`src/rtl/dbuf_pkg.sv`:
```
package dbuf_pkg;

    typedef enum logic [1:0] {
        CS_IDLE,
        CS_WAIT,
        CS_COPY,
        CS_DRAIN
    } copy_state_t;

    typedef struct packed {
        logic irq_en;
        logic src_ext;
        logic defer;
    } ctrl_t;

    localparam int REG_CTRL = 0;
    localparam int REG_STAT = 1;
    localparam int REG_DCFG = 2;

    localparam int CB_LOAD  = 0;
    localparam int CB_DEFER = 1;
    localparam int CB_EXT   = 2;
    localparam int CB_IRQEN = 3;

endpackage

```
`src/rtl/dbuf_bank.sv`:
```
module dbuf_bank #(
    parameter int ADDR_W = 5,
    parameter int DATA_W = 16
) (
    input  logic              clk,
    input  logic              we,
    input  logic [ADDR_W-1:0] waddr,
    input  logic [DATA_W-1:0] wdata,
    input  logic [ADDR_W-1:0] raddr,
    output logic [DATA_W-1:0] rdata
);
    localparam int DEPTH = 1 << ADDR_W;

    logic [DATA_W-1:0] mem [DEPTH];

    always_ff @(posedge clk) begin
        if (we) begin
            mem[waddr] <= wdata;
        end
        rdata <= mem[raddr];
    end
endmodule

```
`src/rtl/dbuf_vsync.sv`:
```
module dbuf_vsync #(
    parameter int SYNC_STAGES = 2
) (
    input  logic clk,
    input  logic rst,
    input  logic src_ext,
    input  logic vs_ext,
    input  logic vs_int,
    output logic vs_pulse
);
    logic                   vs_sel;
    logic [SYNC_STAGES-1:0] sync_q;
    logic                   last_q;

    assign vs_sel = src_ext ? vs_ext : vs_int;

    for (genvar i = 0; i < SYNC_STAGES; i++) begin : g_sync
        if (i == 0) begin : g_first
            always_ff @(posedge clk) begin
                if (rst) sync_q[0] <= 1'b0;
                else     sync_q[0] <= vs_sel;
            end
        end else begin : g_next
            always_ff @(posedge clk) begin
                if (rst) sync_q[i] <= 1'b0;
                else     sync_q[i] <= sync_q[i-1];
            end
        end
    end

    always_ff @(posedge clk) begin
        if (rst) last_q <= 1'b0;
        else     last_q <= sync_q[SYNC_STAGES-1];
    end

    assign vs_pulse = sync_q[SYNC_STAGES-1] & ~last_q;

    a_r11_single_pulse: assert property (@(posedge clk) disable iff (rst)
        vs_pulse |=> !vs_pulse);

endmodule

```
`src/rtl/dbuf_copy_seq.sv`:
```
module dbuf_copy_seq
    import dbuf_pkg::*;
#(
    parameter int ADDR_W = 5
) (
    input  logic              clk,
    input  logic              rst,
    input  logic              start,
    input  logic              defer,
    input  logic              vs_pulse,
    output logic              busy,
    output logic              copy_active,
    output logic              rd_en,
    output logic [ADDR_W-1:0] rd_addr,
    output logic              wr_en,
    output logic [ADDR_W-1:0] wr_addr
);
    localparam logic [ADDR_W-1:0] TOP = '1;

    copy_state_t       state_q;
    logic [ADDR_W-1:0] cnt_q;

    always_ff @(posedge clk) begin
        if (rst) begin
            state_q <= CS_IDLE;
            cnt_q   <= '0;
            wr_en   <= 1'b0;
            wr_addr <= '0;
        end else begin
            wr_en   <= (state_q == CS_COPY);
            wr_addr <= cnt_q;
            unique case (state_q)
                CS_IDLE: begin
                    cnt_q <= '0;
                    if (start) state_q <= defer ? CS_WAIT : CS_COPY;
                end
                CS_WAIT: begin
                    if (vs_pulse) state_q <= CS_COPY;
                end
                CS_COPY: begin
                    cnt_q <= cnt_q + 1'b1;
                    if (cnt_q == TOP) state_q <= CS_DRAIN;
                end
                CS_DRAIN: begin
                    state_q <= CS_IDLE;
                end
                default: state_q <= CS_IDLE;
            endcase
        end
    end

    assign busy        = (state_q != CS_IDLE);
    assign copy_active = (state_q == CS_COPY) || (state_q == CS_DRAIN);
    assign rd_en       = (state_q == CS_COPY);
    assign rd_addr     = cnt_q;

    // consecutive back-bank writes step through ascending addresses
    a_r3_ascending: assert property (@(posedge clk) disable iff (rst)
        (wr_en && $past(wr_en)) |-> (wr_addr == $past(wr_addr) + 1'b1));

    // pending/running ends only after the top word was written
    a_r4_done_at_top: assert property (@(posedge clk) disable iff (rst)
        $fell(busy) |-> ($past(wr_en) && $past(wr_addr) == TOP));

    // a deferred copy does not begin without a vsync edge
    a_r6_hold_wait: assert property (@(posedge clk) disable iff (rst)
        (state_q == CS_WAIT && !vs_pulse) |=> (state_q == CS_WAIT));

endmodule

```
`src/rtl/disp_dbuf_ram.sv`:
```
module disp_dbuf_ram
    import dbuf_pkg::*;
#(
    parameter int ADDR_W      = 5,
    parameter int DATA_W      = 16,
    parameter int SYNC_STAGES = 2
) (
    input  logic              clk,
    input  logic              rst,
    input  logic              cpu_req,
    input  logic              cpu_we,
    input  logic              cpu_reg_sel,
    input  logic [ADDR_W-1:0] cpu_addr,
    input  logic [DATA_W-1:0] cpu_wdata,
    output logic              cpu_ready,
    output logic [DATA_W-1:0] cpu_rdata,
    input  logic [ADDR_W-1:0] disp_addr,
    output logic [DATA_W-1:0] disp_rdata,
    output logic [DATA_W-1:0] disp_cfg,
    input  logic              vs_ext,
    input  logic              vs_int,
    output logic              irq
);
    localparam logic [ADDR_W-1:0] A_CTRL = ADDR_W'(REG_CTRL);
    localparam logic [ADDR_W-1:0] A_STAT = ADDR_W'(REG_STAT);
    localparam logic [ADDR_W-1:0] A_DCFG = ADDR_W'(REG_DCFG);

    ctrl_t             ctrl_q;
    logic              irq_flag;
    logic [DATA_W-1:0] cfg_shadow;
    logic              cfg_pend;
    logic              vs_pulse;

    logic              load_busy, copy_active, copy_rd_en, slave_we;
    logic [ADDR_W-1:0] copy_rd_addr, slave_waddr;
    logic [DATA_W-1:0] master_rdata, reg_view, reg_q;
    logic              rd_is_reg;

    logic accept, ram_wr, reg_wr, wr_ctrl, wr_stat, wr_dcfg;
    logic load_start, status_clr, cfg_now;

    assign cpu_ready  = !(cpu_req && !cpu_reg_sel && copy_active);
    assign accept     = cpu_req && cpu_ready;
    assign ram_wr     = accept && !cpu_reg_sel && cpu_we;
    assign reg_wr     = accept && cpu_reg_sel && cpu_we;
    assign wr_ctrl    = reg_wr && (cpu_addr == A_CTRL);
    assign wr_stat    = reg_wr && (cpu_addr == A_STAT);
    assign wr_dcfg    = reg_wr && (cpu_addr == A_DCFG);
    assign load_start = wr_ctrl && cpu_wdata[CB_LOAD];
    assign status_clr = wr_stat && cpu_wdata[0];
    assign cfg_now    = wr_dcfg && !ctrl_q.defer;

    dbuf_bank #(.ADDR_W(ADDR_W), .DATA_W(DATA_W)) u_master (
        .clk   (clk),
        .we    (ram_wr),
        .waddr (cpu_addr),
        .wdata (cpu_wdata),
        .raddr (copy_rd_en ? copy_rd_addr : cpu_addr),
        .rdata (master_rdata)
    );

    dbuf_bank #(.ADDR_W(ADDR_W), .DATA_W(DATA_W)) u_slave (
        .clk   (clk),
        .we    (slave_we),
        .waddr (slave_waddr),
        .wdata (master_rdata),
        .raddr (disp_addr),
        .rdata (disp_rdata)
    );

    dbuf_copy_seq #(.ADDR_W(ADDR_W)) u_seq (
        .clk         (clk),
        .rst         (rst),
        .start       (load_start),
        .defer       (cpu_wdata[CB_DEFER]),
        .vs_pulse    (vs_pulse),
        .busy        (load_busy),
        .copy_active (copy_active),
        .rd_en       (copy_rd_en),
        .rd_addr     (copy_rd_addr),
        .wr_en       (slave_we),
        .wr_addr     (slave_waddr)
    );

    dbuf_vsync #(.SYNC_STAGES(SYNC_STAGES)) u_vsync (
        .clk      (clk),
        .rst      (rst),
        .src_ext  (ctrl_q.src_ext),
        .vs_ext   (vs_ext),
        .vs_int   (vs_int),
        .vs_pulse (vs_pulse)
    );

    // control and interrupt state
    always_ff @(posedge clk) begin
        if (rst) begin
            ctrl_q   <= '0;
            irq_flag <= 1'b0;
        end else begin
            if (wr_ctrl) begin
                ctrl_q.defer   <= cpu_wdata[CB_DEFER];
                ctrl_q.src_ext <= cpu_wdata[CB_EXT];
                ctrl_q.irq_en  <= cpu_wdata[CB_IRQEN];
            end
            if (vs_pulse)        irq_flag <= 1'b1;
            else if (status_clr) irq_flag <= 1'b0;
        end
    end

    // shadowed display configuration
    always_ff @(posedge clk) begin
        if (rst) begin
            cfg_shadow <= '0;
            cfg_pend   <= 1'b0;
            disp_cfg   <= '0;
        end else begin
            if (vs_pulse && cfg_pend) begin
                disp_cfg <= cfg_shadow;
                cfg_pend <= 1'b0;
            end
            if (wr_dcfg) begin
                cfg_shadow <= cpu_wdata;
                if (ctrl_q.defer) begin
                    cfg_pend <= 1'b1;
                end else begin
                    disp_cfg <= cpu_wdata;
                    cfg_pend <= 1'b0;
                end
            end
        end
    end

    always_comb begin
        reg_view = '0;
        if (cpu_addr == A_CTRL) begin
            reg_view[CB_LOAD]  = load_busy;
            reg_view[CB_DEFER] = ctrl_q.defer;
            reg_view[CB_EXT]   = ctrl_q.src_ext;
            reg_view[CB_IRQEN] = ctrl_q.irq_en;
        end else if (cpu_addr == A_STAT) begin
            reg_view[0] = irq_flag;
        end else if (cpu_addr == A_DCFG) begin
            reg_view = cfg_shadow;
        end
    end

    always_ff @(posedge clk) begin
        if (rst) begin
            rd_is_reg <= 1'b0;
            reg_q     <= '0;
        end else if (accept && !cpu_we) begin
            rd_is_reg <= cpu_reg_sel;
            reg_q     <= reg_view;
        end
    end

    assign cpu_rdata = rd_is_reg ? reg_q : master_rdata;
    assign irq       = irq_flag & ctrl_q.irq_en;

    // the back bank is written only by a copy in progress
    a_r2_slave_only_copy: assert property (@(posedge clk) disable iff (rst)
        slave_we |-> load_busy);

    // every synchronized vsync edge leaves the flag set
    a_r9_flag_set: assert property (@(posedge clk) disable iff (rst)
        vs_pulse |=> irq_flag);

    // the flag drops only after a write-one clear
    a_r9_flag_clear_cause: assert property (@(posedge clk) disable iff (rst)
        $fell(irq_flag) |-> $past(status_clr));

    // the active configuration moves only on a direct write or a vsync with a pending value
    a_r12_cfg_cause: assert property (@(posedge clk) disable iff (rst)
        (disp_cfg != $past(disp_cfg)) |-> $past(cfg_now || (vs_pulse && cfg_pend)));

    // a running copy never shares the front bank with a CPU write
    a_r5_no_write_in_copy: assert property (@(posedge clk) disable iff (rst)
        copy_rd_en |-> !ram_wr);

endmodule

```
`config.mk`:
```
export PLATFORM = sky130hd
export DESIGN_NAME = disp_dbuf_ram
export DESIGN_NICKNAME = d
export VERILOG_FILES = /design/src/rtl/dbuf_pkg.sv /design/src/rtl/dbuf_bank.sv /design/src/rtl/dbuf_vsync.sv /design/src/rtl/dbuf_copy_seq.sv /design/src/rtl/disp_dbuf_ram.sv
export SDC_FILE = /design/constraint.sdc
export NUM_CORES = 1
export LEC_CHECK = 0
export BUFFER_PORTS_ARGS = -buffer_cell sky130_fd_sc_hd__buf_4
export CORE_AREA = 4 4 300 302
export CTS_BUF_LIST = sky130_fd_sc_hd__clkbuf_4
export DETAILED_ROUTE_END_ITERATION = 10
export DIE_AREA = 0 0 304 306
export HOLD_SLACK_MARGIN = 0.08
export PLACE_DENSITY_LB_ADDON = 0.1
export SYNTH_ARGS = -nofsm -noshare
export SYNTH_HDL_FRONTEND = slang
export SYNTH_SLANG_ARGS = --single-unit
```
`constraint.sdc`:
```
create_clock -name clk -period 7.65 [get_ports clk]
set_input_delay 0.765 -clock clk [delete_from_list [all_inputs] [get_ports clk]]
set_output_delay 0.765 -clock clk [all_outputs]
set_load 0.01 [all_outputs]
```
; Word-level counts from Yosys, hierarchy flattened
; Memory sizes are Yosys's and may differ from the RTL's. A register that Yosys moved wholly into a read port is not among the register bits.
; Index checks and enable logic that the tools add are counted.
; W data, S select, Z words.
[classes]
addsub = 1
n_eq_ne = 9
n_mux = 26
bitwise_logic = 3
n_reduce_logical = 25
[op_table]
columns = cell, n
row1 = $mux W16, 5
row2 = $mux W15, 1
row3 = $logic_and A1 B1 Y1, 14
row4 = $mux W12, 1
row5 = $mux W1, 11
row6 = $pmux W5 S2, 1
row7 = $mux W2, 4
row8 = $pmux W2 S4, 1
row9 = $reduce_bool A2 Y1, 4
row10 = $add A5 B1 Y5 const B, 1
row11 = $eq A5 B1 Y1 const B, 1
row12 = $eq A5 B2 Y1 const B, 1
row13 = $eq A5 B5 Y1 const B, 1
row14 = $logic_not A5 Y1, 1
row15 = $mux W5, 1
row16 = $eq A2 B2 Y1 const B, 2
row17 = $mux W4, 1
row18 = $ne A2 B2 Y1 const B, 2
row19 = $logic_not A1 Y1, 3
row20 = $reduce_and A3 Y1, 1
row21 = $and A1 B1 Y1, 2
row22 = $eq A2 B1 Y1 const B, 1
row23 = $logic_not A2 Y1, 1
row24 = $ne A2 B1 Y1 const B, 1
row25 = 2 further kinds, 2
[word_totals]
regBits = 70
mem_bits_rw = 1024
inputBits = 33
out_inout_bits = 50
memories = 2
[memory_table]
columns = name, depth, width, rd, rd_clocked_by_memory_dff, write_ports, line_no
row1 = u_master.mem, 32, 16, 1, 1, 1, dbuf_bank.sv:14  ; logic [DATA_W-1:0] mem [DEPTH];
row2 = u_slave.mem, 32, 16, 1, 1, 1, dbuf_bank.sv:14

; Logic depth before layout (Yosys ltp)
[depth]
depth_word = 11
ltp_mapped = 11

; By module
; A second synthesis with hierarchy kept.
[hier_totals]
cells_unflattened = 2638
hier_area_um2 = 44247.4
[modules_own_cells]
columns = module, n_inst, cells_each, area_each_um2, seq_area_each_um2
row1 = dbuf_bank, 2, 1143, 20535.9, 15695.1
row2 = disp_dbuf_ram, 1, 280, 2472.4, 1081.0
row3 = dbuf_copy_seq, 1, 64, 605.6, 260.2
row4 = dbuf_vsync, 1, 8, 97.6, 60.1

; Worst setup path before layout
; No wires, ideal clock.
[synth_path]
path_kind = register to register
from = register u_seq.state_q[0]
to = memory u_master.mem[25][0], enable pin
arrival_time_ns = 2.990
setup_slack_ns = 4.230
stages_incl_launch_ff = 8
n_path_buf = 2
period_less_slack_ns = 3.420
cell_sequence = dfxtp_1 > inv_1 > ha_1 > buf_4 > buf_4 > nor2_1 > nand3_1 > nor4_1
[synth_between]
elab_chain_cells = 9
[synth_rtl]
columns = item, line_no
row1 = start: declaration, dbuf_copy_seq.sv:20  ; copy_state_t state_q;
row2 = start signal: assignment, dbuf_copy_seq.sv:35  ; if (start) state_q <= defer ? CS_WAIT : CS_COPY;
row3 = $eq A2 B2 Y1, n/a
row4 = net copy_rd_en, disp_dbuf_ram.sv:34  ; logic load_busy, copy_active, copy_rd_en, slave_we;
row5 = $logic_or A1 B1 Y1, dbuf_copy_seq.sv:53  ; assign copy_active = (state_q == CS_COPY) || (state_q == CS_DRAIN);
row6 = $logic_and A1 B1 Y1, disp_dbuf_ram.sv:42  ; assign cpu_ready = !(cpu_req && !cpu_reg_sel && copy_active);
row7 = $logic_not A1 Y1, disp_dbuf_ram.sv:42
row8 = $logic_and A1 B1 Y1, disp_dbuf_ram.sv:43  ; assign accept = cpu_req && cpu_ready;
row9 = $logic_and A1 B1 Y1 (2 in series), disp_dbuf_ram.sv:44  ; assign ram_wr = accept && !cpu_reg_sel && cpu_we;
row10 = $mux W1, dbuf_bank.sv:17  ; if (we) begin
row11 = $mux W1 (not written as such), dbuf_bank.sv:18  ; mem[waddr] <= wdata;
row12 = end: declaration, dbuf_bank.sv:14
; The timed path passes the listed nets, and every way through them passes these cells.

; Worst setup path in the final report
[layout_path]
from = register u_seq.state_q[0]
to = output cpu_ready
[layout_between]
elab_chain_cells = 4
[layout_rtl]
columns = item, line_no
row1 = $eq A2 B2 Y1, n/a
row2 = net copy_rd_en, disp_dbuf_ram.sv:34
row3 = $logic_or A1 B1 Y1, dbuf_copy_seq.sv:53
row4 = $logic_and A1 B1 Y1, disp_dbuf_ram.sv:42
row5 = $logic_not A1 Y1, disp_dbuf_ram.sv:42
row6 = end: declaration, disp_dbuf_ram.sv:15  ; output logic cpu_ready,
; The timed path passes the listed nets, and every way through them passes these cells.

==> flow_summary.rst <==
.. list-table::
   :header-rows: 1

   * - Metric
     - Value
   * - Outcome
     - complete, no violations
   * - Global-route congestion overflow total
     - 0
   * - Number of buffers created by CTS
     - a little over 300
   * - Iteration-0 DRC Markers
     - about 2300
   * - Crit-path max FO
     - 47
   * - Relative area change from synthesis to final layout
     - 14.7%
   * - Post-Syn Nets
     - between 2000 and 3000
   * - Hold_buf cts
     - 31
   * - Final wirelength
     - 113000 um
   * - Warnings, synthesis
     - 0
   * - Clk sinks
     - approximately 1100
   * - Number of pins exceeding their max-slew limit in the final report
     - 0
   * - Portion of the clock cycle consumed by the worst path in the final layout
     - 48.7%
   * - CTS Buffer Depth
     - 4
   * - Via Count
     - 24800
   * - Post-place instance area
     - between 0.04 and 0.05 sq mm
   * - Post-Route Skew
     - 0.0682 ns
   * - Switch Pwr
     - roughly 3700 uW
   * - Cts repair resizes
     - 0
   * - Logic depth of the worst register-to-register path
     - 9
   * - Final setup violation count
     - 0
   * - Router iterations before antenna repair
     - 5
   * - Number of flops mapped to enable cells by yosys
     - 1024
   * - Pwr/cell area
     - approximately 280 mW/mm^2
   * - Number of placement rows
     - 109
   * - Multiplexer area fraction after synthesis
     - around an eighth
   * - Startpoint of the worst register-to-register path
     - u_seq.state_q[0]
   * - Cell Area, Synth
     - about 0.043 sq mm
   * - Count of endpoints failing hold in the final timing report
     - 0
   * - Number of synthesized register bits
     - roughly 1100
   * - Multi-input gate area
     - 0.0102 sq mm
   * - Share of final-layout standard cells stronger than drive strength 1
     - between 20 and 30%
   * - Total I/O pin count
     - 83
   * - Post-CTS setup buffers
     - 0
   * - Core occupancy in the finished layout
     - a little under three fifths
   * - Sw Share
     - 26.3%
   * - Antenna violations before repair
     - 7
   * - Worst reg2reg path endpoint
     - u_master.rdata[9]
   * - Root buffer cell
     - clkbuf_4
   * - Number of inserted filler cells in the final layout
     - slightly below 7000
   * - Fraction of power consumed by the clock network
     - 35.8%
   * - Data arrival time of the critical path
     - slightly below 3 ns
   * - Wire length of the first global-routing pass
     - roughly 170000 um
   * - Actual transition at the worst max-transition pin
     - 1.34 ns
   * - Area of the die
     - 0.0930 sq mm
   * - Clock network latency to the later pin of the worst-skew pair
     - roughly 1.2 ns
   * - Sequential share of power
     - approximately 52%
   * - Wire length per cell after detailed routing
     - around 26 um
   * - Combinational family with the most area after synthesis
     - multiplexers
   * - Pin count of the biggest net entering global routing
     - 145
   * - Input/output buffers
     - ~80
   * - Leakage Power
     - around 0.017 uW
   * - Share of flip-flops with an asynchronous set or reset after synthesis
     - 0%
   * - Post-DP HPWL
     - between 60000 and 70000 um
   * - Worst Hold Depth
     - 5
   * - Worst min-delay path endpoint
     - reg_q[2]
   * - Upper clock frequency limit
     - between 0.2 and 0.3 GHz
   * - Hold_sp
     - cpu_req
   * - Clock-pin slew reported for the worst setup and hold paths after clock tree synthesis
     - 0.06 ns
   * - Post-synthesis adder-cell area fraction
     - 0.173%
   * - Share of power burned in combinational logic
     - between 10% and 20%
   * - Power, Total
     - 14000 uW
   * - Critical Path Source Type
     - register
   * - Fraction of the mapped netlist area in compound gates
     - roughly 4.6%
   * - Setup TNS Final
     - 0 ns
   * - Storage element area
     - about 0.033 sq mm
   * - Register area share after synthesis
     - between 70% and 80%
   * - Distinct cell type count after synthesis
     - 47
   * - Maximum level of the CTS H-tree
     - 5
   * - Top Registers
     - u_master.mem: 512 flops, u_slave.mem: 512 flops
   * - Starting density of the core
     - around 50%
   * - XOR/XNOR Fraction of Synth Area
     - 0%
   * - Critical setup path kind
     - reg -> out
   * - Register-to-register setup slack
     - slightly below 4 ns
   * - Worst slew slack as a fraction of its limit
     - a little over a tenth
   * - Total Nets Final
     - roughly 2900
   * - DRC
     - 0
   * - Post-synthesis average cell area
     - approximately 17 sq um
   * - Gate count after technology mapping
     - about 2500
   * - Hold Worst Slack
     - 0.224 ns
   * - Weighted congestion reported at the end of routability-driven placement
     - ~0.81
   * - Maximum Capacitance Violations
     - 0
   * - Ys flop type
     - edfxtp_1
   * - Design area
     - between 0.04 and 0.05 sq mm
   * - Worst hold-check path type
     - in -> reg
   * - Endpoint kind of the worst setup timing path
     - primary output
   * - Vertical extent of the die
     - 306 um
   * - Remaining antenna violation count
     - 0
   * - WP data required
     - roughly 6.9 ns
   * - RSZ-0062 raised after global routing
     - no
   * - Maximum resistive drop on vdd
     - about 0.19 mV
   * - CTS tree
     - yes
   * - Vias in the first global route
     - 25545
   * - Cell Int Power
     - 10300 uW
   * - Area of the core
     - about 0.088 sq mm
   * - Simple-gate share of the synthesized area
     - under 10%
   * - Overall routing resource usage
     - approximately a quarter
   * - Number of vias per cell
     - approximately 5.8
   * - Die Span X
     - around 300 um
   * - Clock period minus worst slack
     - ~3.7 ns
layout by cell type, fill, tap and decap left out, types with 32 or more instances in the layout:
| cell | n |
|---|---|
| edfxtp_1 | 1024 |
| clkbuf_4 | 444 |
| nand2_1 | 302 |
| buf_4 | 177 |
| mux4_2 | 160 |
| nor2_1 | 140 |
| mux2i_1 | 115 |
| dfxtp_1 | 101 |
| nand3_1 | 95 |
| clkinv_1 | 62 |
| a32oi_1 | 36 |
| a31oi_1 | 35 |
| nor2_2 | 34 |
| o21bai_1 | 33 |
| mux2_2 | 32 |
cell usage after synthesis, drive strengths merged (33+ instances only):
cell	count	area [sq um]
o21bai	33	248
o21ai	39	195
nand2	302	1130
mux2	33	372
a32oi	36	315
mux4	160	3600
nand3	95	475
clkbuf	90	338
a31oi	35	219
nor2	174	653
edfxtp	1024	30700
buf	60	317
dfxtp	102	2040
mux2i	117	1170
cell families (layout without fill, tap and decap cells):
kind of cell,Yosys count,in the layout
AO/OA/AOI/OAI,280,280
adder cells (fa/ha/maj),6,6
buffers and inverters,161,743
flip-flops,1126,1126
multiplexers,310,310
other,0,13
AND/OR/NAND/NOR,644,644
area by class of cell:
cell class	instances	area share, %
Sequential cell	1126	65.8
Multi-Input combinational cell	1240	20.4
Clock buffer	444	6.69
Timing Repair Buffer	211	3.40
Tap cell	1165	2.93
Clock inverter	77	0.648
Inverter	11	0.0829
Antenna cell	13	0.0653
worst max-delay path, stage by stage (launching register included):
cell and delay (ns):
dfxtp_1 0.36, inv_1 0.10, ha_2 0.18, buf_4 0.28, o21ai_0 0.69, buf_4 0.25
metrics by stage:
stage               setup WS (ns)  instances
CTS                          3.84       4274
global route                 3.71       4286
finish                       3.93       4287
detailed placement           3.74       3722
global placement             3.78       3722
floorplan                    4.23       2527
power by group through the flow:
stage	clock [uW]	sequential, uW	combinational, uW
3_3_place_gp	0	7340	1730
4_1_cts	5160	7220	1790
6_report	5020	7220	1770
2_1_floorplan	0	7420	855
5_1_grt	5540	7220	1900
3_5_place_dp	0	7350	1770
worst max-delay path by stage:
stage | slack (ns) | cells after the start | from | to
6_report | 3.93 | 5 | u_seq.state_q[0] | cpu_ready
5_1_grt | 3.71 | 5 | u_seq.state_q[0] | cpu_ready
4_1_cts | 3.84 | 5 | u_seq.state_q[0] | cpu_ready
3_5_place_dp | 3.74 | 5 | disp_addr[0] | u_slave.rdata[4]
3_3_place_gp | 3.78 | 5 | disp_addr[0] | u_slave.rdata[4]
2_1_floorplan | 4.23 | 7 | u_seq.state_q[0] | u_master.mem[25][0]
layer usage:
metal	vias to the layer above	global-route usage [%]	routed length [um]
met5	-	0	22
met4	4	10.5	3690
met3	201	4.68	7370
met2	1018	41.6	58200
met1	12657	30.7	43500
li1	10920	-	-
Note: power is estimated with default switching activity, not from simulation.
